===== config.mk =====
export PLATFORM = sky130hd
export DESIGN_NAME = pow2_clkdiv
export DESIGN_NICKNAME = d
export VERILOG_FILES = /design/src/rtl/pow2div_pkg.sv /design/src/rtl/pow2div_sync.sv /design/src/rtl/pow2div_out.sv /design/src/rtl/pow2div_tap.sv /design/src/rtl/pow2_clkdiv.sv
export SDC_FILE = /design/constraint.sdc
export NUM_CORES = 1
export LEC_CHECK = 0
export BUFFER_PORTS_ARGS = -buffer_cell sky130_fd_sc_hd__buf_2
export CAP_MARGIN = 20
export CORE_AREA = 2 2 39 41
export DETAILED_ROUTE_END_ITERATION = 8
export DIE_AREA = 0 0 41 43
export PLACE_DENSITY_LB_ADDON = 0.08
export SYNTH_ARGS = -nofsm -noshare
export SYNTH_HDL_FRONTEND = slang
export SYNTH_SLANG_ARGS = --single-unit
export TNS_END_PERCENT = 20

===== constraint.sdc =====
create_clock -name clk_i -period 2 [get_ports clk_i]
set_input_delay 0.2 -clock clk_i [delete_from_list [all_inputs] [get_ports clk_i]]
set_output_delay 0.2 -clock clk_i [all_outputs]
set_load 0.1 [all_outputs]

===== src/rtl/pow2div_pkg.sv =====
`timescale 1ns/1ps
package pow2div_pkg;
   // Code all-ones selects pass-through (log 0); otherwise log = code + 1.
   function automatic int unsigned ratio_log(input int unsigned code, input int unsigned cw);
      int unsigned all_ones;
      all_ones = (32'd1 << cw) - 32'd1;
      if (code == all_ones) return 0;
      return code + 1;
   endfunction
endpackage


===== src/rtl/pow2div_sync.sv =====
`timescale 1ns/1ps
module pow2div_sync
   import pow2div_pkg::*;
#(
   parameter int CODE_W = 2,
   parameter int MAX_LOG = 3,
   parameter int LOG_W = 2,
   parameter int PH_W = 3
) (
   input  logic              clk_i,
   input  logic              arst_i,
   input  logic [CODE_W-1:0] code_i,
   input  logic              en_i,
   output logic              dq_o,
   output logic              byp_o,
   output logic              launch_o,
   output logic              bnd_o,
   output logic [LOG_W-1:0]  act_log_o,
   output logic              act_en_o
);
   logic [LOG_W-1:0] act_log_q, new_log;
   logic             act_en_q, byp_q, dq_q, run, bnd, launch, dq_nxt;
   logic [PH_W-1:0]  ph_q, ph_nxt, per_m1;

   always_comb begin
      new_log = LOG_W'(ratio_log(32'(code_i), CODE_W));
      per_m1  = PH_W'((32'd1 << act_log_q) - 32'd1);
      run     = act_en_q && (act_log_q != '0);
      bnd     = !run || (ph_q == per_m1);
      launch  = bnd && en_i && (new_log != '0);
      ph_nxt  = ph_q + 1'b1;
      dq_nxt  = (32'(ph_nxt) < (32'd1 << (act_log_q - 1'b1)));
   end

   always_ff @(posedge clk_i or posedge arst_i) begin
      if (arst_i) begin
         act_log_q <= '0;
         act_en_q  <= 1'b0;
         byp_q     <= 1'b0;
         dq_q      <= 1'b0;
         ph_q      <= '0;
      end else if (bnd) begin
         act_log_q <= new_log;
         act_en_q  <= en_i;
         byp_q     <= en_i && (new_log == '0);
         dq_q      <= launch;
         ph_q      <= '0;
      end else begin
         dq_q      <= dq_nxt;
         ph_q      <= ph_nxt;
      end
   end

   assign dq_o      = dq_q;
   assign byp_o     = byp_q;
   assign launch_o  = launch;
   assign bnd_o     = bnd;
   assign act_log_o = act_log_q;
   assign act_en_o  = act_en_q;
endmodule


===== src/rtl/pow2div_out.sv =====
`timescale 1ns/1ps
module pow2div_out (
   input  logic clk_i,
   input  logic arst_i,
   input  logic byp_i,
   input  logic dq_i,
   output logic gate_o,
   output logic clk_o
);
   logic gate_q;

   // Gate changes only while the source clock is low.
   always_ff @(negedge clk_i or posedge arst_i) begin
      if (arst_i) gate_q <= 1'b0;
      else        gate_q <= byp_i;
   end

   assign gate_o = gate_q;
   assign clk_o  = (clk_i & gate_q) | dq_i;
endmodule


===== src/rtl/pow2div_tap.sv =====
`timescale 1ns/1ps
module pow2div_tap #(
   parameter int TAP_LOG = 2
) (
   input  logic clk_i,
   input  logic arst_i,
   input  logic start_i,
   output logic tap_o
);
   generate
      if (TAP_LOG == 1) begin : g_toggle
         logic t_q;
         always_ff @(posedge clk_i or posedge arst_i) begin
            if (arst_i)       t_q <= 1'b0;
            else if (start_i) t_q <= !t_q;
         end
         assign tap_o = t_q;
      end else begin : g_count
         logic [TAP_LOG-1:0] cnt_q;
         always_ff @(posedge clk_i or posedge arst_i) begin
            if (arst_i)       cnt_q <= '0;
            else if (start_i) cnt_q <= cnt_q + 1'b1;
         end
         assign tap_o = cnt_q[TAP_LOG-1];
      end
   endgenerate
endmodule


===== src/rtl/pow2_clkdiv.sv =====
`timescale 1ns/1ps
module pow2_clkdiv #(
   parameter int CODE_W = 2,
   parameter int TAP_LOG = 2
) (
   input  logic              clk_i,
   input  logic              arst_i,
   input  logic [CODE_W-1:0] ratio_code_i,
   input  logic              out_en_i,
   output logic              clk_o,
   output logic              tap_o
);
   localparam int MAX_LOG = (1 << CODE_W) - 1;
   localparam int LOG_W   = $clog2(MAX_LOG + 1);
   localparam int PH_W    = MAX_LOG;

   generate
      if (CODE_W < 1 || CODE_W > 3) begin : g_bad_code_w
         $error("pow2_clkdiv: CODE_W must be 1..3");
      end
      if (TAP_LOG < 1 || TAP_LOG > 8) begin : g_bad_tap
         $error("pow2_clkdiv: TAP_LOG must be 1..8");
      end
   endgenerate

   logic             dq_w, byp_w, launch_w, bnd_w, gate_w, act_en_w, start_w;
   logic [LOG_W-1:0] act_log_w;

   pow2div_sync #(
      .CODE_W(CODE_W), .MAX_LOG(MAX_LOG), .LOG_W(LOG_W), .PH_W(PH_W)
   ) u_sync (
      .clk_i(clk_i), .arst_i(arst_i), .code_i(ratio_code_i), .en_i(out_en_i),
      .dq_o(dq_w), .byp_o(byp_w), .launch_o(launch_w), .bnd_o(bnd_w),
      .act_log_o(act_log_w), .act_en_o(act_en_w)
   );

   pow2div_out u_out (
      .clk_i(clk_i), .arst_i(arst_i), .byp_i(byp_w), .dq_i(dq_w),
      .gate_o(gate_w), .clk_o(clk_o)
   );

   // A pulse begins at this edge if the bypass gate is open or a divided pulse launches.
   assign start_w = launch_w | gate_w;

   pow2div_tap #(.TAP_LOG(TAP_LOG)) u_tap (
      .clk_i(clk_i), .arst_i(arst_i), .start_i(start_w), .tap_o(tap_o)
   );
endmodule


**Yosys cells after proc, flatten, opt, wreduce, memory -nomap -nowiden**

Cells that the tools add are included.

- Register bits: 11
- Input port bits: 5
- Output and inout bits: 2
- Word-level logic and storage cells: 33

- Add/subtract/negate cells: 5
- Order comparisons: 1
- Equality and inequality tests: 2
- Shifts and indexed selects: 2
- Muxes and demuxes: 4
- Bitwise logic cells: 3
- Reduce and logical (&&, ||, !) cells: 9

Operators by type and width:

| operator | number |
|---|---|
| < comparator 3 x 32 -> 1 bit | 1 |
| left shift 1 x 2 -> 32 bit, first input constant | 1 |
| adder 2 x 1 -> 2 bit, second input constant | 2 |
| logical AND 1 bit | 4 |
| nonzero test 2 bit | 2 |
| adder 3 x 1 -> 3 bit, second input constant | 1 |
| equality test 3 bit | 1 |
| 2-to-1 mux 3 bit | 1 |
| left shift 1 x 2 -> 3 bit, first input constant | 1 |
| subtractor 3 x 1 -> 3 bit, second input constant | 1 |
| equality test 2 bit, second input constant | 1 |
| zero test 2 bit | 1 |
| 2-to-1 mux 1 bit | 2 |
| 2-to-1 mux 2 bit | 1 |
| OR 1 bit | 2 |
| subtractor 2 x 1 -> 2 bit, second input constant | 1 |
| AND 1 bit | 1 |
| zero test 1 bit | 1 |
| logical OR 1 bit | 1 |

**Depth between registers and ports, before layout**

Gate-level depths: netlist of run 1.

- Depth in word-level cells: 7
- Depth in mapped cells: 5
- Depth with buffers taken out: 5

**Cells and area by module**

A second synthesis of run 1 with hierarchy kept.

- Cells, all modules: 58
- Area total of the unflattened synthesis: 628.1 um2

Modules (own cells, without submodules):

| module | times used | cells each | area an instance (um2) | sequential area each (um2) |
|---|---|---|---|---|
| pow2div_sync | 1 | 48 | 510.5 | 200.2 |
| pow2div_tap | 1 | 6 | 75.1 | 50.0 |
| pow2div_out | 1 | 3 | 36.3 | 25.0 |
| pow2_clkdiv | 1 | 1 | 6.3 | 0.0 |

==> impl_metrics.py, run 1 <==
metrics = {
    "floorplanning": {
        "die_h_um": 43,
        "core_region_area_sq_um": 1384,
        "start_util_pct": 46.65,
        "die_w_um": 41,
        "die_area_sq_um": 1763,
        "num_rows": 14,
        "ioPinCount": 7,
    },
    "timing": {
        "unrepaired_setup_endpoints_after_global_routing": "yes",
        "finalSetupViolCount": 3,
        "setup_ws_ns": -0.3241,
        "slew_headroom_pct": 68.01,
        "maxSlewViolCount": 0,
        "clock-skew-final_ns": 0.01605,
        "worst-slew-pin-transition_ns": 0.4832,
        "report.final.hold_viol_count": 0,
    },
    "worst_setup_path": {
        "critPathBufInv": 1,
        "setup.worst_path.class": "reg2out",
        "setup.worst_path.end_class": "primary output",
        "worstPathRequired_ns": 1.80,
        "timing.critical_path.fanout_max": 2,
        "start_kind": "register",
        "cpPeakStageDelay_ns": 0.36,
        "slowest_stage": "sky130_fd_sc_hd__dfrtn_1",
        "worst-endpoint-arrival_ns": 2.12,
        "cp_cell_sequence": "a21o_4 -> buf_12",
        "critical_path.top_delay_family": "flip-flops",
    },
    "detailed_routing": {
        "num_vias": 520,
        "drt-vias-per-instance": 5.417,
        "wirelength_mm": 1.310,
        "drc": 0,
        "post_drt_wl_per_cell_um": 13.65,
        "route.antenna.remaining_nets": 0,
        "first_iter_violations": 6,
        "drtPass1Iterations": 4,
    },
    "layout": {
        "area.growth.synth_to_final_pct": 27.33,
        "area.sequential_sq_um": 275.3,
        "antenna_cells": 0,
        "final_layout_size_suffix_gt1_share_pct": 33.75,
        "final.fill_count": 128,
        "stdcell_count": 96,
        "final_net_count": 90,
        "multi_input_area_sq_um": 362.8,
    },
    "status": {
        "outcome": "finished with violations",
        "violations": "negative setup slack",
    },
    "yosys": {
        "synth.cell_area_sq_um": 645.6,
        "synth_top_family_by_area": "simple AND/OR/NAND/NOR gates",
        "synth_top_cell_by_area": "sky130_fd_sc_hd__dfrtp_1",
        "synth_compound_gate_area_share_pct": 11.05,
        "synth.top_cells.by_area": "sky130_fd_sc_hd__dfrtp_1, sky130_fd_sc_hd__ha_1, sky130_fd_sc_hd__mux2_4, sky130_fd_sc_hd__dfrtn_1, sky130_fd_sc_hd__mux2i_1",
        "yosysWarnings": 0,
        "avgSynthCellArea_sq_um": 10.58,
        "yosys-mux-area-fraction_pct": 7.752,
        "yosysTopAreaCellShare_pct": 38.76,
        "synthCells": 61,
        "part_of_the_yosys_area_used_for_sequential_elements_pct": 42.64,
        "yosys_register_bits": 11,
        "synthAdderAreaFrac_pct": 7.752,
        "syn_nets": 70,
        "netlist-cell-type-count": 28,
        "synth-xor-area-share_pct": 1.357,
        "yosys.area_share.simple_pct": 25.39,
    },
    "global_route": {
        "grt_antenna_before_repair": 0,
        "grt_first_pass_wirelength_mm": 2.332,
        "grt.total_usage_pct": 19.94,
        "globalRoute.totalOverflow": 0,
        "first_global_vias": 546,
        "grt_max_degree": 11,
    },
    "power_and_ir_drop": {
        "power_density_nw_per_um2": 1908,
        "p_total_mw": 1.569,
        "max-vdd-ir-drop_uv": 1287,
        "p_leak_nw": 0.4080,
    },
    "job": {
        "max_capacitance_violation_total": 0,
    },
    "clock_network": {
        "clk_pin_slew_worst_paths_ns": 0.07,
        "worst_skew_pair.late_latency_ns": 0.39,
        "cts_tree": "yes",
    },
    "worst_hold_path": {
        "holdCritPathClass": "in2reg",
    },
    "placement": {
        "gpl.final_weighted_congestion": 0.8287,
        "hpwlAfterDp_um": 881.6,
        "placed_cells_incl_taps": 87,
        "io_buffers": 6,
    },
}
## state kept, by name, indices dropped and copies added (netlist names)
| register | flops |
|---|---|
| u_sync.act_en_o | 1 |
| u_sync.dq_o | 1 |
| u_sync.ph_q | 3 |
| u_sync.byp_o | 1 |
| u_sync.act_log_o | 2 |
| u_out.gate_o | 1 |
| u_tap.g_count.cnt_q | 2 |
## cell families (layout without fill, tap and decap cells)
kind of cell             count (synthesis)  in the layout
AO/OA/AOI/OAI                            9              9
buffers and inverters                    5             24
multiplexers                             4              4
flip-flops                              11             11
adder cells (fa/ha/maj)                  4              4
XOR/XNOR                                 1              1
AND/OR/NAND/NOR                         27             27
## power breakdown
group | internal, mW | total, mW | switching, mW | leakage (nW)
Clock | 0.213 | 0.428 | 0.215 | 0.0448
Sequential | 0.321 | 0.426 | 0.105 | 0.135
Combinational | 0.357 | 0.715 | 0.358 | 0.229
## cell usage in the layout, fill, tap and decap left out, types with 2 or more instances in the layout
| master | instances |
|---|---|
| sky130_fd_sc_hd__inv_1 | 4 |
| sky130_fd_sc_hd__mux2i_1 | 2 |
| sky130_fd_sc_hd__nor3_1 | 3 |
| sky130_fd_sc_hd__nor2_1 | 3 |
| sky130_fd_sc_hd__nand2_1 | 5 |
| sky130_fd_sc_hd__nand3b_1 | 2 |
| sky130_fd_sc_hd__and2_1 | 2 |
| sky130_fd_sc_hd__ha_1 | 4 |
| sky130_fd_sc_hd__or2_1 | 2 |
| sky130_fd_sc_hd__buf_2 | 5 |
| sky130_fd_sc_hd__dfrtp_1 | 10 |
| sky130_fd_sc_hd__mux2_4 | 2 |
| sky130_fd_sc_hd__nand2b_1 | 3 |
| sky130_fd_sc_hd__buf_4 | 6 |
| sky130_fd_sc_hd__clkbuf_4 | 6 |
## stage by stage
| step | TNS [ns] | worst slack, ns | hold WS (ns) | util, % | area, sq um |
|---|---|---|---|---|---|
| floorplan | -0.09314 | -0.05593 | 0.05242 | - | 653.1 |
| global placement | -0.2601 | -0.1369 | 0.2576 | 52.71 | 729.5 |
| detailed placement | -0.3230 | -0.1480 | 0.2530 | 52.71 | 729.5 |
| CTS | -0.7329 | -0.3332 | 0.009596 | 58.59 | 810.8 |
| global route | -0.8620 | -0.3484 | 0.03697 | 59.40 | 822.0 |
| finish | -0.6741 | -0.3241 | 0.01815 | 59.40 | 822.0 |
## routing by layer
layer / global-route usage, % / vias to the layer above / share of wire, %
li1: - / 257 / -
met2: 28.13 / 13 / 52
met1: 26.17 / 244 / 42
met3: 3.665 / 6 / 2.7
met5: 0 / - / 0
met4: 14.00 / 0 / 3.5
## synthesized netlist by cell type (all sizes together)
cell    number
nand2        5
nor4b        1
mux2i        2
mux2         2
and4bb       1
o311ai       1
nand3b       2
nand2b       3
a221oi       2
o21ai        1
ha           4
or2          2
dfrtn        1
or2b         1
a21oi        1
buf          1
a211oi       1
nor2b        2
a21o         2
and4         1
xor2         1
and2         2
dfrtp       10
inv          4
o31ai        1
nor2         3
nor3         4
## worst paths after layout
path,from,to,slack (ns),cells past startpoint
hold reg to reg,u_sync.byp_o,u_sync.byp_o,0.53,2
max in group asynchronous,arst_i,u_out.gate_o,0.76,3
setup reg to reg,u_out.gate_o,u_tap.g_count.cnt_q[1],-0.20,6
min in group asynchronous,arst_i,u_sync.act_log_o[1],0.41,4
hold / removal,ratio_code_i[0],u_sync.act_log_o[0],0.02,2
setup / recovery,u_out.gate_o,clk_o,-0.32,2
## final cells by class
type | count | area share, %
clock buffer | 8 | 8.371
sequential | 11 | 33.49
tap | 16 | 2.435
timing repair buffer | 12 | 9.741
inverter | 4 | 1.826
multi-input combinational | 45 | 44.14
## what timing repair did
| action | CTS | global route |
|---|---|---|
| buffers inserted | 1 | 0 |
| hold endpoints to repair | 10 | 0 |
| setup endpoints to repair | 3 | 3 |
| resized for setup | 4 | 2 |
| hold buffers | 1 | 0 |
No activity file was read; power rests on OpenSTA's default activity.
==> run 2, diff against run 1 <==
Settings changed: SKIP_LAST_GASP set to 1.
==> impl_metrics.py, run 2 (same netlist as run 1, synthesis figures left out) <==
metrics = {
    "layout": {
        "utilization_pct": 58.59,
        "largest_reg_flops": 3,
        "stdcell_count": 96,
        "area.growth.synth_to_final_pct": 25.58,
        "final_layout_size_suffix_gt1_share_pct": 31.25,
        "final_common_cell": "sky130_fd_sc_hd__dfrtp_1",
        "final_net_count": 90,
        "post-route-cell-area_sq_um": 810.8,
        "antenna_cells": 0,
        "top_register": "u_sync.ph_q",
        "mostFrequentLayoutCells": "sky130_fd_sc_hd__dfrtp_1, sky130_fd_sc_hd__clkbuf_4, sky130_fd_sc_hd__buf_4",
    },
    "placement": {
        "postPlaceCellArea_sq_um": 729.5,
        "gpl.final_weighted_congestion": 0.8287,
        "io_buffers": 6,
        "placed_cells_incl_taps": 87,
        "hpwlAfterDp_um": 881.6,
    },
    "global_route": {
        "globalRoute.totalOverflow": 0,
        "grt_max_degree": 11,
        "grt_antenna_before_repair": 0,
        "grt.total_usage_pct": 19.94,
        "first_global_vias": 546,
        "grt_first_pass_wirelength_mm": 2.332,
    },
    "clock_network": {
        "cts_tree": "yes",
        "clk_pin_slew_worst_paths_ns": 0.07,
        "worst_skew_pair.late_latency_ns": 0.39,
    },
    "worst_setup_path": {
        "worst_reg_to_reg_path_cell_count": 5,
        "reg2reg_to": "u_tap.g_count.cnt_q[0]",
        "setup.worst_path.class": "reg2out",
        "timing.critical_path.fanout_max": 2,
        "start_kind": "register",
        "reg2reg_slack_ns": -0.20,
        "critical_path.endpoint": "clk_o",
        "worstSetupStartpoint": "u_out.gate_o",
        "rr_startpoint": "u_out.gate_o",
        "setup.worst_path.end_class": "primary output",
        "worst-endpoint-arrival_ns": 2.12,
        "worstPathRequired_ns": 1.80,
    },
    "status": {
        "outcome": "finished with violations",
        "violations": "negative setup slack",
    },
    "timing": {
        "slew_headroom_pct": 68.05,
        "report.final.hold_viol_count": 0,
        "clock-skew-final_ns": 0.01642,
        "final.setup.tns_ns": -0.7186,
        "setup_ws_ns": -0.3225,
        "finalSetupViolCount": 3,
        "final.hold.worst_slack_ns": 0.01913,
        "worst-slew-pin-transition_ns": 0.4825,
        "unrepaired_setup_endpoints_after_global_routing": "yes",
        "maxSlewViolCount": 0,
    },
    "power_and_ir_drop": {
        "max-vdd-ir-drop_uv": 1174,
        "netSwitchingPower_mw": 0.6559,
        "combPwrFrac_pct": 44.6,
        "power_density_nw_per_um2": 1896,
        "power.clock.fraction_pct": 27.8,
        "p_int_mw": 0.8817,
        "sw_frac_of_total_pct": 42.66,
        "p_seq_share_pct": 27.6,
        "p_leak_nw": 0.4030,
    },
    "job": {
        "max_capacitance_violation_total": 0,
    },
    "floorplanning": {
        "ioPinCount": 7,
        "core_region_area_sq_um": 1384,
        "die_w_um": 41,
        "num_rows": 14,
        "die_area_sq_um": 1763,
        "die_h_um": 43,
        "start_util_pct": 46.65,
    },
    "detailed_routing": {
        "drtPass1Iterations": 4,
        "route.antenna.remaining_nets": 0,
        "drt-vias-per-instance": 5.385,
        "drc": 0,
        "num_vias": 517,
        "post_drt_wl_per_cell_um": 13.04,
        "first_iter_violations": 13,
        "wirelength_mm": 1.252,
    },
    "worst_hold_path": {
        "holdCritPathClass": "in2reg",
    },
}
-- run 2: cell counts in the layout (fill, tap and decap cells not counted) --
No cell type changed its count.
-- run 2: metrics by stage --
step           setup slack [ns]  total power, mW
2_1_floorplan          -0.05593            1.072
3_3_place_gp            -0.1369            1.223
3_5_place_dp            -0.1480            1.230
4_1_cts                 -0.3332            1.559
5_1_grt                 -0.3484            1.673
6_report                -0.3225            1.538
-- run 2: power by group through the flow --
stage          Clock, mW  Combinational, mW  Sequential (mW)
4_1_cts            0.439              0.694            0.426
2_1_floorplan      0.124              0.484            0.464
5_1_grt            0.449              0.781            0.443
6_report           0.427              0.686            0.425
3_3_place_gp       0.131              0.667            0.426
3_5_place_dp       0.131              0.668            0.431
-- run 2: cell type report --
class	count	area (sq um)
sequential	11	275.3
fill	124	573.1
tap	16	20.02
timing repair buffer	12	80.08
clock buffer	8	68.82
multi-input combinational	45	351.6
inverter	4	15.01
-- run 2: metal layers --
layer / GRT usage [%] / routed length [um] / vias to the layer above / part of all wire, %
li1: - / - / 258 / -
met1: 26.17 / 541 / 242 / 43
met2: 28.13 / 637 / 11 / 51
met3: 3.665 / 28 / 6 / 2.2
met4: 14.00 / 45 / 0 / 3.6
met5: 0 / 0 / - / 0
-- run 2: worst min path at each step --
stage | startpoint | end | slack (ns) | depth (start not counted)
after global routing | ratio_code_i[0] | u_sync.act_log_o[0] | 0.04 | 2
after global placement | arst_i | u_sync.act_log_o[1] | 0.26 | 3
final | ratio_code_i[0] | u_sync.act_log_o[0] | 0.02 | 2
after detailed placement | arst_i | u_sync.act_log_o[1] | 0.25 | 3
after floorplan | arst_i | u_sync.act_en_o | 0.05 | 1
after CTS | ratio_code_i[0] | u_sync.act_log_o[0] | 0.01 | 2
-- run 2: repair_timing --
item | in CTS | in global routing
setup endpoints to repair | 3 | 3
setup buffers | 1 | 0
hold buffers | 1 | 0
hold endpoints to repair | 10 | 0
resized for setup | 4 | 0
-- run 2: worst max-delay path: stages (launching register included) --
cell,delay (ns)
sky130_fd_sc_hd__dfrtn_1,0.36
sky130_fd_sc_hd__a21o_4,0.22
sky130_fd_sc_hd__buf_12,0.16
==> run 3, diff against run 2 <==
--- a/config.mk
+++ b/config.mk
@@ -13,2 +13,3 @@
 export PLACE_DENSITY_LB_ADDON = 0.08
+export SETUP_SLACK_MARGIN = 0.15
 export SKIP_LAST_GASP = 1
--- a/constraint.sdc
+++ b/constraint.sdc
@@ -3,2 +3,2 @@
 set_output_delay 0.2 -clock clk_i [all_outputs]
-set_load 0.1 [all_outputs]
+set_load 0.005 [all_outputs]
==> impl_metrics.py, run 3 (same netlist as run 1, synthesis figures left out) <==
metrics = {
    "global_route": {
        "grt_max_degree": 11,
        "globalRoute.totalOverflow": 0,
        "grt_first_pass_wirelength_mm": 2.118,
        "grt.total_usage_pct": 19.78,
        "grt_antenna_before_repair": 0,
        "first_global_vias": 515,
    },
    "layout": {
        "post-route-cell-area_sq_um": 812.0,
        "largest_reg_flops": 3,
        "area.growth.synth_to_final_pct": 25.78,
        "antenna_cells": 0,
        "final_common_cell": "sky130_fd_sc_hd__dfrtp_1",
        "final_net_count": 92,
        "mostFrequentLayoutCells": "sky130_fd_sc_hd__dfrtp_1, sky130_fd_sc_hd__buf_4, sky130_fd_sc_hd__clkbuf_4, sky130_fd_sc_hd__buf_2, sky130_fd_sc_hd__nand2_1",
        "final_layout_size_suffix_gt1_share_pct": 31.71,
        "top_register": "u_sync.ph_q",
    },
    "detailed_routing": {
        "wirelength_mm": 1.223,
        "route.antenna.remaining_nets": 0,
        "drt-vias-per-instance": 5.051,
        "drc": 0,
        "num_vias": 495,
        "first_iter_violations": 7,
        "drtPass1Iterations": 4,
        "post_drt_wl_per_cell_um": 12.48,
    },
    "floorplanning": {
        "core_region_area_sq_um": 1384,
        "num_rows": 14,
        "start_util_pct": 46.65,
        "die_h_um": 43,
        "die_w_um": 41,
        "die_area_sq_um": 1763,
        "ioPinCount": 7,
    },
    "placement": {
        "gpl.final_weighted_congestion": 0.7512,
        "hpwlAfterDp_um": 860.4,
        "postPlaceCellArea_sq_um": 729.5,
        "io_buffers": 6,
        "setup_slack_after_placement_ns": -0.07288,
    },
    "power_and_ir_drop": {
        "max-vdd-ir-drop_uv": 806.5,
        "sw_frac_of_total_pct": 36.16,
        "power_density_nw_per_um2": 1644,
        "p_leak_nw": 0.4103,
        "netSwitchingPower_mw": 0.4828,
        "p_seq_share_pct": 31.6,
        "power.clock.fraction_pct": 19.8,
        "p_int_mw": 0.8526,
        "combPwrFrac_pct": 48.6,
    },
    "timing": {
        "worst-slew-pin-transition_ns": 0.3230,
        "maxSlewViolCount": 0,
        "finalSetupViolCount": 3,
        "final.hold.worst_slack_ns": 0.05118,
        "unrepaired_setup_endpoints_after_global_routing": "yes",
        "clock-skew-final_ns": 0.01681,
        "slew_headroom_pct": 78.16,
        "setup_ws_ns": -0.2329,
        "report.final.hold_viol_count": 0,
    },
    "job": {
        "max_capacitance_violation_total": 0,
    },
    "worst_setup_path": {
        "setup.worst_path.end_class": "primary output",
        "timing.critical_path.fanout_max": 3,
        "worstPathRequired_ns": 1.80,
        "start_kind": "register",
        "setup.worst_path.class": "reg2out",
        "worst-endpoint-arrival_ns": 2.03,
        "worst_reg_to_reg_path_cell_count": 6,
    },
    "worst_hold_path": {
        "hold_depth": 2,
        "holdCritPathClass": "in2reg",
    },
    "status": {
        "violations": "negative setup slack",
        "outcome": "finished with violations",
    },
    "clock_network": {
        "cts_tree": "yes",
        "worst_skew_pair.late_latency_ns": 0.39,
        "clk_pin_slew_worst_paths_ns": 0.07,
    },
}
## run 3: power groups by stage
stage	registers, mW	logic, mW	clock network [mW]
after floorplan	0.401	0.484	0.0127
after detailed placement	0.427	0.620	0.0227
after CTS	0.421	0.639	0.281
after global placement	0.423	0.630	0.0227
after global routing	0.438	0.737	0.302
final	0.422	0.649	0.265
## run 3: worst paths after layout
| check | from | end | slack [ns] |
|---|---|---|---|
| setup / recovery | u_out.gate_o | clk_o | -0.23 |
| max in group asynchronous | arst_i | u_out.gate_o | 0.76 |
| min in group asynchronous | arst_i | u_sync.act_log_o[1] | 0.40 |
| setup reg to reg | u_out.gate_o | u_tap.g_count.cnt_q[1] | -0.18 |
| hold / removal | out_en_i | u_sync.act_en_o | 0.05 |
| hold reg to reg | u_sync.byp_o | u_sync.byp_o | 0.52 |
## run 3: critical path: stages (launching register included)
cell and delay (ns):
sky130_fd_sc_hd__dfrtn_1 0.43, sky130_fd_sc_hd__a21o_1 0.12, sky130_fd_sc_hd__buf_2 0.10
## run 3: area by class of cell
type	instances	area [sq um]
timing repair buffer	14	97.59
sequential	11	275.3
multi-input combinational	45	350.3
clock buffer	8	53.80
inverter	4	15.01
fill	135	571.8
tap	16	20.02
## run 3: what timing repair did
action,in CTS,in global routing
setup endpoints to repair,3,3
pin swaps,0,2
resized for setup,0,2
setup buffers,1,0
hold buffers,2,0
hold endpoints to repair,11,0
## run 3: metal layers
metal / global-route usage, % / part of all wire [%] / vias to the layer above / wire, um
li1: - / - / 261 / -
met1: 24.32 / 49 / 223 / 595
met2: 24.06 / 47 / 9 / 577
met3: 8.377 / 3.3 / 2 / 40
met4: 19.33 / 0.74 / 0 / 9
met5: 0 / 0 / - / 0
## run 3: through the flow
step	setup TNS, ns	instances	util, %	total power [mW]
floorplan	-0.03764	61	-	0.8981
global placement	-0.08389	88	52.71	1.075
detailed placement	-0.1264	88	52.71	1.070
CTS	-0.5963	98	58.23	1.341
global route	-0.7753	98	58.68	1.476
finish	-0.5695	98	58.68	1.335
